===== src/rtl/lrom_pkg.sv =====
package lrom_pkg;

  // Word value stored at address a for content selector mode.
  function automatic logic [31:0] lrom_word(input int mode, input logic [31:0] a);
    logic [31:0] r;
    case (mode)
      1:       r = (a * 32'd37 + 32'd11) & 32'hFF;
      default: r = (a & 32'hFF) ^ ((a >> 8) & 32'hFF);
    endcase
    return r;
  endfunction

  // Single cell value: bit b of the word at address a.
  function automatic logic lrom_bit(input int mode, input logic [31:0] a, input int b);
    return 1'((lrom_word(mode, a) >> b) & 32'd1);
  endfunction

endpackage


===== src/rtl/strobe_sync.sv =====
module strobe_sync #(
  parameter int STAGES = 2
) (
  input  logic clk,
  input  logic rst_n,
  input  logic strobe_n,
  output logic level_n,
  output logic fall
);
  logic [STAGES-1:0] pipe;
  logic              last;

  always_ff @(posedge clk) begin
    if (!rst_n) begin
      pipe <= '1;
      last <= 1'b1;
    end else begin
      pipe <= {pipe[STAGES-2:0], strobe_n};
      last <= pipe[STAGES-1];
    end
  end

  assign level_n = pipe[STAGES-1];
  assign fall    = last & ~pipe[STAGES-1];
endmodule


===== src/rtl/rom_array.sv =====
module rom_array
  import lrom_pkg::*;
#(
  parameter int ADDR_W  = 11,
  parameter int DATA_W  = 8,
  parameter int COL_W   = 4,
  parameter int CONTENT = 0
) (
  input  logic [ADDR_W-1:0] addr,
  output logic [DATA_W-1:0] word
);
  localparam int ROW_W = ADDR_W - COL_W;
  localparam int GROUP = 1 << COL_W;

  logic [ROW_W-1:0] row;
  logic [COL_W-1:0] col;

  assign row = addr[ADDR_W-1:COL_W];
  assign col = addr[COL_W-1:0];

  // One column group per output bit; the row selects the cells,
  // the low address bits pick one column out of the group.
  for (genvar b = 0; b < DATA_W; b++) begin : g_bit
    logic [GROUP-1:0] grp;
    always_comb begin
      grp = '0;
      for (int c = 0; c < GROUP; c++) begin
        grp[c] = lrom_bit(CONTENT, (32'(row) << COL_W) | 32'(c), b);
      end
    end
    assign word[b] = grp[col];
  end
endmodule


===== src/rtl/read_ctrl.sv =====
module read_ctrl #(
  parameter int ADDR_W = 11
) (
  input  logic              clk,
  input  logic              rst_n,
  input  logic [ADDR_W-1:0] addr_i,
  input  logic              ce_lvl,
  input  logic              ce_fall,
  input  logic              oe_lvl,
  input  logic              oe_fall,
  output logic [ADDR_W-1:0] addr_lat,
  output logic              pend,
  output logic              rd_ok,
  output logic              armed
);
  always_ff @(posedge clk) begin
    if (!rst_n) begin
      addr_lat <= '0;
      pend     <= 1'b0;
      rd_ok    <= 1'b0;
    end else if (ce_lvl) begin
      pend  <= 1'b0;
      rd_ok <= 1'b0;
    end else if (ce_fall) begin
      addr_lat <= addr_i;
      pend     <= 1'b1;
      rd_ok    <= 1'b0;
    end else if (pend) begin
      pend  <= 1'b0;
      rd_ok <= 1'b1;
    end
  end

  always_ff @(posedge clk) begin
    if (!rst_n)                armed <= 1'b0;
    else if (oe_lvl)           armed <= 1'b0;
    else if (oe_fall && !ce_lvl) armed <= 1'b1;
  end
endmodule


===== src/rtl/latched_rom.sv =====
module latched_rom #(
  parameter int ADDR_W  = 11,
  parameter int DATA_W  = 8,
  parameter int COL_W   = 4,
  parameter int SYNC_N  = 2,
  parameter int CONTENT = 0
) (
  input  logic              clk,
  input  logic              rst_n,
  input  logic [ADDR_W-1:0] addr_i,
  input  logic              ce_n_i,
  input  logic              oe_n_i,
  output logic [DATA_W-1:0] data_o,
  output logic              drive_o
);
  logic              ce_lvl, ce_fall, oe_lvl, oe_fall;
  logic [ADDR_W-1:0] addr_lat;
  logic              pend, rd_ok, armed;
  logic [DATA_W-1:0] rom_word, data_q;

  strobe_sync #(.STAGES(SYNC_N)) u_ce_sync (
    .clk(clk), .rst_n(rst_n), .strobe_n(ce_n_i), .level_n(ce_lvl), .fall(ce_fall)
  );

  strobe_sync #(.STAGES(SYNC_N)) u_oe_sync (
    .clk(clk), .rst_n(rst_n), .strobe_n(oe_n_i), .level_n(oe_lvl), .fall(oe_fall)
  );

  read_ctrl #(.ADDR_W(ADDR_W)) u_ctrl (
    .clk(clk), .rst_n(rst_n), .addr_i(addr_i),
    .ce_lvl(ce_lvl), .ce_fall(ce_fall), .oe_lvl(oe_lvl), .oe_fall(oe_fall),
    .addr_lat(addr_lat), .pend(pend), .rd_ok(rd_ok), .armed(armed)
  );

  rom_array #(.ADDR_W(ADDR_W), .DATA_W(DATA_W), .COL_W(COL_W), .CONTENT(CONTENT)) u_array (
    .addr(addr_lat), .word(rom_word)
  );

  always_ff @(posedge clk) begin
    if (!rst_n)    data_q <= '0;
    else if (pend) data_q <= rom_word;
  end

  assign drive_o = rd_ok & armed & ~ce_lvl & ~oe_lvl;
  assign data_o  = drive_o ? data_q : '0;
endmodule


===== config.mk =====
export PLATFORM = sky130hd
export DESIGN_NAME = latched_rom
export DESIGN_NICKNAME = d
export VERILOG_FILES = /design/src/rtl/lrom_pkg.sv /design/src/rtl/strobe_sync.sv /design/src/rtl/rom_array.sv /design/src/rtl/read_ctrl.sv /design/src/rtl/latched_rom.sv
export SDC_FILE = /design/constraint.sdc
export NUM_CORES = 1
export LEC_CHECK = 0
export BUFFER_PORTS_ARGS = -buffer_cell sky130_fd_sc_hd__buf_2
export CAP_MARGIN = 20
export CORE_UTILIZATION = 25
export DETAILED_ROUTE_END_ITERATION = 12
export PLACE_DENSITY = 0.44
export SKIP_CTS_REPAIR_TIMING = 1
export SLEW_MARGIN = 40
export SYNTH_ARGS = -nofsm -noshare
export SYNTH_HDL_FRONTEND = slang
export SYNTH_SLANG_ARGS = --single-unit

===== constraint.sdc =====
create_clock -name clk -period 1.9 [get_ports clk]
set_input_delay 0.095 -clock clk [delete_from_list [all_inputs] [get_ports clk]]
set_output_delay 0.095 -clock clk [all_outputs]
set_load 0.005 [all_outputs]

==> reports/summary.txt, run 1 <==
Root Driver -> clkbuf_8
vias in the first global route -> 684
Synth Instances -> 109
antenna viol nets, final -> 0
Initial Util -> 25.9%
grt ovf -> 0
clk_lat worst skew -> 0.27 ns
CTS tree -> done
Final setup viols -> 0
Hold Fails Final Rpt -> 0
Tot GR Track Use -> 9.72%
worst-path cell chain -> nand2_1, nor3_2, and2_1, buf_2
crit path kind -> reg2out
Worst EP arrival -> 1.38 ns
Worst path top cell family by delay -> simple AND/OR/NAND/NOR gates
Die ar. -> 0.00441 mm²
critical path peak fanout -> 9
largest net degree at the start of global routing -> 27
sequential share of the synthesized area -> 54.1%
die width -> 66.4 µm
via count -> 752
share of layout cells above drive strength 1 -> 21.8%
leakage -> 0.498 nW
crit share post-route -> 77.4%
Clock Tree Buf Depth -> 2
Max-slew headroom -> 64.9%
fin nets -> 149
max cap viols -> 0
Vias/cell -> 4.11
Crit path largest cell delay -> 0.39 ns
Power Dens Cells -> 815 mW/mm²
Antenna Cells -> 0
placer congestion estimate -> 0.704
Ys Warns -> 0
crit start category -> flip-flop
worst path buffer plus inverter count -> 1
I/O pin count -> 24
fmax -> 0.680 GHz
core area -> 0.00400 mm²
most frequent cells in the layout -> dfxtp_1 (28), nand2_1 (24), buf_2 (23)
Setup crit end kind -> output pin
Mapped Avg Cell Area -> 9.50 µm²
Rows -> 23
Tmin final -> 1.47 ns
post-synth top area cell -> dfxtp_1
RSZ-0062 raised after global routing -> false
Clock transition at path regs -> 0.09 ns
Worst Hold Class -> in2reg
max-slew violation count -> 0
port buffer count -> 23
Post-Syn Area -> 0.00104 mm²
die height -> 66.4 µm
DRT Pass-1 Iters -> 3
critical path's slowest cell -> nor3_2
initial antenna violation count -> 0
post-DP HPWL -> 1280 µm
Hold WS -> 0.00664 ns
top post-synthesis cells by area -> dfxtp_1 (54%), nand2_1 (8.7%), a21boi_1 (7.2%)
Syn Nets -> 124
DRC Markers -> 0
required time of the critical path -> 1.80 ns
Synth Register Bits -> 28
worst slew pin tran -> 0.525 ns
WL/cell -> 10.2 µm
IR drop worst, VDD -> 0.367 mV
CTS sink count -> 28
post-synthesis cell type count -> 19
Post-Route WL -> 1870 µm
H-tree lvl count -> 1
outcome -> completed
area delta synth->final -> 21.3%
Layout Skew -> 0.00339 ns
area share of the largest cell type after synthesis -> 54.1%
commonest non-fill, non-tap cell in the layout -> dfxtp_1
FILL cells -> 439
first-pass GRT wire length -> 3110 µm
initial drt markers -> 42
CTS Buf Count -> 3
setup_tns -> 0 ns
==> cell type report <==
| class | instances | area (µm²) | area share (%) |
|---|---|---|---|
| Tap cell | 50 | 62.6 | 4.98 |
| Inverter | 1 | 3.75 | 0.299 |
| Multi-Input combinational cell | 75 | 442 | 35.2 |
| Timing Repair Buffer | 25 | 133 | 10.6 |
| Clock buffer | 4 | 55.1 | 4.38 |
| Sequential cell | 28 | 561 | 44.6 |
==> cell usage after synthesis <==
cell type and count:
nor2b_1 6, or2b_1 3, nand2_1 24, inv_1 1, a21oi_1 4, nor3_1 1
o21ai_0 3, nand2b_1 3, and2_1 8, and3_1 1, nor2_1 2, dfxtp_1 28
clkbuf_1 2, xnor2_1 3, buf_4 3, nor3_2 1, a21boi_0 1, mux2i_1 5
a21boi_1 10
==> kinds of logic after synthesis <==
kind of cell	after synthesis	synth area share (%)
multiplexers	5	4.83
flip-flops	28	54.1
AO/OA/AOI/OAI	18	11.4
XOR/XNOR	3	2.54
buffers and inverters	6	3.26
AND/OR/NAND/NOR	49	23.9
==> metal layers <==
metal	GRT usage (%)	up-vias	share of wire [%]
li1	-	397	-
met1	11.3	342	46
met2	16.7	11	50
met3	3.62	2	3.5
met4	2.39	0	0.69
met5	0	-	0
==> worst reg2reg max path: stages, from the launching register on <==
cell and delay, ns:
dfxtp_1 0.38, nand2b_1 0.40, nand2_1 0.11, a21boi_1 0.16
==> final timing paths <==
| path | startpoint | end | slack, ns | depth (start not counted) |
|---|---|---|---|---|
| worst max-delay path | u_ctrl.armed | data_o[1] | 0.43 | 4 |
| worst min register to register | u_oe_sync.pipe[0] | u_oe_sync.pipe[1] | 0.41 | 1 |
| worst min-delay path | ce_n_i | u_ce_sync.pipe[0] | 0.007 | 2 |
| worst max register to register | u_ce_sync.pipe[1] | u_ctrl.addr_lat[4] | 0.79 | 3 |
==> state kept, by name, indices dropped and copies added, names as in the netlist <==
register and cells:
u_oe_sync.pipe 2, u_ctrl.armed 1, u_ctrl.rd_ok 1, u_ce_sync.pipe 2, u_ctrl.pend 1, u_ce_sync.last 1, u_ctrl.addr_lat 11, u_oe_sync.last 1
data_q 8
==> stage by stage <==
stage / total power, W / utilization (%) / instance area [µm²] / instances / setup WS (ns)
final: 0.00102 / 31.4 / 1260 / 183 / 0.430
after global routing: 0.00108 / 31.4 / 1260 / 183 / 0.349
after CTS: 0.00105 / 31.2 / 1250 / 182 / 0.399
after detailed placement: 0.000683 / 29.8 / 1190 / 178 / 0.710
after global placement: 0.000682 / 29.8 / 1190 / 178 / 0.719
after floorplan: 0.000660 / - / 1040 / 109 / 0.980
==> report_power, final <==
part	internal (W)	leakage (nW)	switching, W
sequential	0.000603	0.228	0.0000102
clock	0.000185	0.0288	0.000170
combinational	0.0000309	0.241	0.0000249
total	0.000819	0.498	0.000205
Power figures use the tool's default switching activity.
==> inputs of run 2 (changes only) <==
==> constraint.sdc (replaced) <==
create_clock -name clk -period 1.4 [get_ports clk]
set_input_delay 0.07 -clock clk [delete_from_list [all_inputs] [get_ports clk]]
set_output_delay 0.07 -clock clk [all_outputs]
set_load 0.005 [all_outputs]
==> run 2 against run 1 <==
Net effect:
- final cell count grew 1.6%
- routed wire length up 0.91%
- first-iteration DRC count shrank 69%
- sequential power up 36%
- die area is the same
- core utilization is 1.0 points higher
- sequential cell count did not move
- clock skew is 0.00056 ns lower
- combinational power rose by 43%
- critical path type unchanged
- largest power group unchanged
- highest routed layer is now met3
==> reports/summary.txt, run 2 (synthesized netlist as in run 1, its figures left out) <==
DRT Pass-1 Iters -> 2
WL/cell -> 10.2 µm
vias in the first global route -> 691
via count -> 762
Max-slew headroom -> 72.8%
Tmin final -> 1.27 ns
Met2 Routed Length -> 914 µm
Core Util, Final -> 32.4%
CTS tree -> done
Largest register FFs -> 11
Power Dens Cells -> 1180 mW/mm²
I/O pin count -> 24
RSZ-0062 raised after global routing -> false
grt ovf -> 0
H-tree lvl count -> 1
CTS sink count -> 28
top routing layer in use -> met3
Final setup viols -> 0
fin nets -> 152
Setup crit end kind -> output pin
setup_tns -> 0 ns
required time of the critical path -> 1.33 ns
core area -> 0.00400 mm²
Layout Skew -> 0.00283 ns
share of layout cells above drive strength 1 -> 22.8%
crit start category -> flip-flop
Hold Fails Final Rpt -> 0
critical path peak fanout -> 9
DRC Markers -> 0
worst slew pin tran -> 0.409 ns
antenna viol nets, final -> 0
DRT met1 WL -> 893 µm
Rows -> 23
initial drt markers -> 13
Gate power share -> 5.2%
Net Switching -> 0.000288 W
Die ar. -> 0.00441 mm²
Clock transition at path regs -> 0.09 ns
crit path kind -> reg2out
clk_lat worst skew -> 0.27 ns
Int Power -> 0.00125 W
CTS Buf Count -> 3
Worst Hold Class -> in2reg
Post-Route WL -> 1890 µm
port buffer count -> 23
max cap viols -> 0
leakage -> 0.520 nW
Antenna Cells -> 0
area delta synth->final -> 25.2%
crit share post-route -> 90.5%
die height -> 66.4 µm
max-slew violation count -> 0
clock share of power -> 40.6%
Net Sw Frac -> 18.8%
fmax -> 0.790 GHz
die width -> 66.4 µm
Vias/cell -> 4.10
outcome -> completed
commonest non-fill, non-tap cell in the layout -> dfxtp_1
Clock Tree Buf Depth -> 2
Tot GR Track Use -> 9.28%
first-pass GRT wire length -> 3020 µm
Most flops, register -> u_ctrl.addr_lat
Initial Util -> 25.9%
Largest regs -> u_ctrl.addr_lat: 11 flops, data_q: 8 flops
FILL cells -> 439
placer congestion estimate -> 0.694
IR drop worst, VDD -> 0.623 mV
Root Driver -> clkbuf_8
most frequent cells in the layout -> dfxtp_1 (28), nand2_1 (24), buf_2 (23)
Reg power frac -> 54.2%
largest net degree at the start of global routing -> 27
met3 routed WL -> 82 µm
Worst EP arrival -> 1.20 ns
initial antenna violation count -> 0
-- run 2: cell count changes in the layout (fill, tap and decap cells not counted), sizes merged --
cell | before | now
buf | 24 | 26
bufinv | 0 | 1
clkbuf | 4 | 3
dlygate4sd3 | 1 | 2
-- run 2: metrics by stage --
| step | hold slack [ns] | setup WS, ns | std cells | cell area (µm²) | total power [W] |
|---|---|---|---|---|---|
| final | 0.0231 | 0.133 | 186 | 1300 | 0.00153 |
| after global placement | 0.251 | 0.366 | 180 | 1210 | 0.000925 |
| after floorplan | 0.143 | 0.505 | 109 | 1040 | 0.000895 |
| after detailed placement | 0.253 | 0.295 | 180 | 1210 | 0.000927 |
| after global routing | 0.0229 | 0.00875 | 186 | 1300 | 0.00160 |
| after CTS | -0.0401 | 0.101 | 184 | 1280 | 0.00155 |
-- run 2: worst max-delay path, stage by stage (launching register included) --
cell and delay [ns]:
dfxtp_1 0.35, nand2_1 0.06, nor3_2 0.10, buf_4 0.18, and2_1 0.13, buf_2 0.10
-- run 2: final cells by class --
cell class	instances	area, µm²	share of cell area (%)
multi-input combinational	75	442	34.0
tap	50	62.6	4.82
timing repair buffer	28	158	12.2
clock inverter	1	30.0	2.31
sequential	28	561	43.2
clock buffer	3	41.3	3.18
inverter	1	3.75	0.289
-- run 2: path summary, 6_finish.rpt --
check	startpoint	end	slack [ns]	cells past startpoint
max	u_ctrl.rd_ok	data_o[4]	0.13	5
min	addr_i[8]	u_ctrl.addr_lat[8]	0.02	3
max reg2reg	u_ce_sync.pipe[1]	u_ctrl.addr_lat[0]	0.30	3
min reg2reg	u_oe_sync.pipe[0]	u_oe_sync.pipe[1]	0.42	1
-- run 2: power by group through the flow --
stage,registers (W),logic (W),clock network [W]
2_1_floorplan,0.000845,0.0000500,0
3_5_place_dp,0.000850,0.0000774,0
3_3_place_gp,0.000849,0.0000762,0
4_1_cts,0.000831,0.0000777,0.000646
6_report,0.000831,0.0000798,0.000623
5_1_grt,0.000834,0.0000912,0.000679
-- run 2: routing by layer --
| layer | vias up | track usage [%] |
|---|---|---|
| met2 | 13 | 16.2 |
| met3 | 0 | 3.10 |
| met4 | 0 | 2.39 |
| met5 | - | 0 |
| li1 | 401 | - |
| met1 | 348 | 10.8 |
==> inputs of run 3 (changes only) <==
--- a/config.mk
+++ b/config.mk
@@ -5,11 +5,15 @@
 export SDC_FILE = /design/constraint.sdc
 export NUM_CORES = 1
 export LEC_CHECK = 0
+export ABC_AREA = 1
 export BUFFER_PORTS_ARGS = -buffer_cell sky130_fd_sc_hd__buf_2
 export CAP_MARGIN = 20
+export CELL_PAD_IN_SITES_DETAIL_PLACEMENT = 0
+export CELL_PAD_IN_SITES_GLOBAL_PLACEMENT = 1
+export CORE_ASPECT_RATIO = 1.25
 export CORE_UTILIZATION = 25
 export DETAILED_ROUTE_END_ITERATION = 12
-export PLACE_DENSITY = 0.44
+export PLACE_DENSITY = 0.56
 export SKIP_CTS_REPAIR_TIMING = 1
 export SLEW_MARGIN = 40
 export SYNTH_ARGS = -nofsm -noshare
==> run 3 against run 2 <==
Net effect:
- critical path depth shrank 1
- via count grew 17%
- final cell count grew 22%
- first-iteration DRC count grew 46%
- clock skew grew 0.0066 ns
- count of clock-buffer cells in the layout is the same
- combinational power grew 44%
- maximum frequency grew 1.3%
- global-route usage grew 0.45 points
- register-to-register slack gained 0.08 ns
- largest power group unchanged
==> reports/summary.txt, run 3 <==
vias in the first global route -> 794
post-DP HPWL -> 1550 µm
most frequent cell after synthesis -> nor2_1
Int Power -> 0.00127 W
clock share of power -> 39.5%
via count -> 892
initial drt markers -> 19
core area -> 0.00416 mm²
Clock transition at path regs -> 0.10 ns
Multi-input gate area -> 440 µm²
DRT Pass-1 Iters -> 3
initial antenna violation count -> 0
Post-Route WL -> 2080 µm
Worst Hold Class -> in2reg
clk_lat worst skew -> 0.27 ns
Power Dens Cells -> 1160 mW/mm²
max cap viols -> 0
Syn Nets -> 161
CTS sink count -> 28
Max-slew headroom -> 69.7%
I/O pin count -> 24
required time of the critical path -> 1.33 ns
setup_tns -> 0 ns
Die ar. -> 0.00472 mm²
R2R Setup Slk -> 0.38 ns
Layout Skew -> 0.00947 ns
WL/cell -> 9.16 µm
die height -> 76.5 µm
Synth Instances -> 146
RSZ-0062 raised after global routing -> false
Post-synth EDFFs -> 0
Vias/cell -> 3.93
Ys Warns -> 0
DRC Markers -> 0
Worst R2R Path Depth -> 4
Async S/R FF share, synth -> 0%
Tmin final -> 1.25 ns
Antenna Cells -> 0
Setup crit end kind -> output pin
Largest register FFs -> 11
fin nets -> 187
worst slew pin tran -> 0.454 ns
Net Switching -> 0.000321 W
CTS Buf Count -> 3
outcome -> completed
Initial Util -> 26.7%
RR Startpoint -> u_ce_sync.last
RR Endpoint -> u_ctrl.addr_lat[3]
FILL cells -> 488
sequential share of the synthesized area -> 50.5%
most frequent cells in the layout -> nor2_1 (32), dfxtp_1 (28), buf_2 (23)
crit path kind -> reg2out
commonest non-fill, non-tap cell in the layout -> nor2_1
Hold Fails Final Rpt -> 0
fmax -> 0.800 GHz
port buffer count -> 23
post-synthesis cell type count -> 19
area share of the largest cell type after synthesis -> 50.5%
max-slew violation count -> 0
Clock Tree Buf Depth -> 2
Power Total -> 0.00159 W
antenna viol nets, final -> 0
Mapped Avg Cell Area -> 7.61 µm²
Gate power share -> 7.2%
Rows -> 26
Tot GR Track Use -> 9.73%
placer congestion estimate -> 0.688
Synth Register Bits -> 28
Final setup viols -> 0
Root Driver -> clkbuf_8
CTS tree -> done
critical path peak fanout -> 9
Net Sw Frac -> 20.2%
Worst Setup SP -> u_ce_sync.pipe[1]
largest net degree at the start of global routing -> 20
post-synth top area cell -> dfxtp_1
grt ovf -> 0
first-pass GRT wire length -> 3460 µm
Reg power frac -> 53.2%
hold path depth -> 4
area delta synth->final -> 23.4%
Largest regs -> u_ctrl.addr_lat: 11 flops, data_q: 8 flops
die width -> 61.6 µm
share of layout cells above drive strength 1 -> 23.4%
Post-synth top cells -> nor2_1 (33), dfxtp_1 (28), nand2_1 (22), inv_1 (18), nand3b_1 (11)
Worst EP arrival -> 1.18 ns
leakage -> 0.590 nW
top post-synthesis cells by area -> dfxtp_1 (50%), nor2_1 (11%), nand2_1 (7.4%)
Critical Path Sink -> data_o[3]
Most flops, register -> u_ctrl.addr_lat
Post-Syn Area -> 0.00111 mm²
H-tree lvl count -> 1
Main synth FF type -> dfxtp_1
crit start category -> flip-flop
register area -> 561 µm²
IR drop worst, VDD -> 0.272 mV
crit share post-route -> 89.3%
[run 3: cell types whose count changed in the layout (fill, tap and decap cells not counted), moves of 4 or more]
| cell | delta |
|---|---|
| nand3b_1 | +11 |
| mux2i_1 | -5 |
| and2_1 | -8 |
| o21ai_1 | +4 |
| a21oi_1 | +4 |
| nor2b_1 | -6 |
| a21boi_1 | -10 |
| nor2_1 | +30 |
| inv_1 | +17 |
| or2_2 | +4 |
[run 3: worst max-delay path, cell delays in order (launching register included)]
cell	delay (ns)
dfxtp_1	0.36
nor2_2	0.18
nand3_4	0.14
nor2_1	0.12
buf_2	0.12
[run 3: kinds of logic after synthesis]
kind of cell	share of synthesized area, %
compound gates	7.55
flops	50.5
buf+inv	10.8
simple gates	31.2
[run 3: final cells by class]
type | count | share of cell area [%]
multi-input cells | 91 | 32.1
repair buffers | 27 | 10.9
well taps | 56 | 5.11
inverters | 21 | 5.75
clock buffers | 3 | 3.01
flip-flops and latches | 28 | 40.9
clock inverters | 1 | 2.19
[run 3: power groups by stage]
| stage | clock network [W] | registers [W] | logic, W |
|---|---|---|---|
| 2_1_floorplan | 0 | 0.000860 | 0.0000839 |
| 3_3_place_gp | 0 | 0.000863 | 0.000111 |
| 3_5_place_dp | 0 | 0.000864 | 0.000113 |
| 4_1_cts | 0.000653 | 0.000845 | 0.000114 |
| 5_1_grt | 0.000689 | 0.000850 | 0.000135 |
| 6_report | 0.000627 | 0.000845 | 0.000115 |
[run 3: stage by stage]
stage,instances,setup WS (ns),util [%],cell area (µm²),hold slack [ns]
global route,227,0.0291,32.9,1370,0.0999
global placement,221,0.395,30.5,1270,0.256
floorplan,146,0.571,-,1110,0.177
finish,227,0.150,32.9,1370,0.0881
detailed placement,221,0.360,30.5,1270,0.259
CTS,225,0.0284,32.2,1340,-0.0393
[run 3: metal layers]
layer / routed length (µm) / GRT usage (%)
met1: 1050 / 13.4
met2: 930 / 14.4
met3: 71 / 1.53
met4: 29 / 4.67
met5: 0 / 0
[run 3: worst min path at each step]
stage,startpoint,slack (ns),endpoint
final,addr_i[9],0.09,u_ctrl.addr_lat[9]
after CTS,oe_n_i,-0.04,u_oe_sync.pipe[0]
after global placement,oe_n_i,0.26,u_oe_sync.pipe[0]
after detailed placement,oe_n_i,0.26,u_oe_sync.pipe[0]
after floorplan,ce_n_i,0.18,u_ce_sync.pipe[0]
after global routing,addr_i[1],0.1,u_ctrl.addr_lat[1]
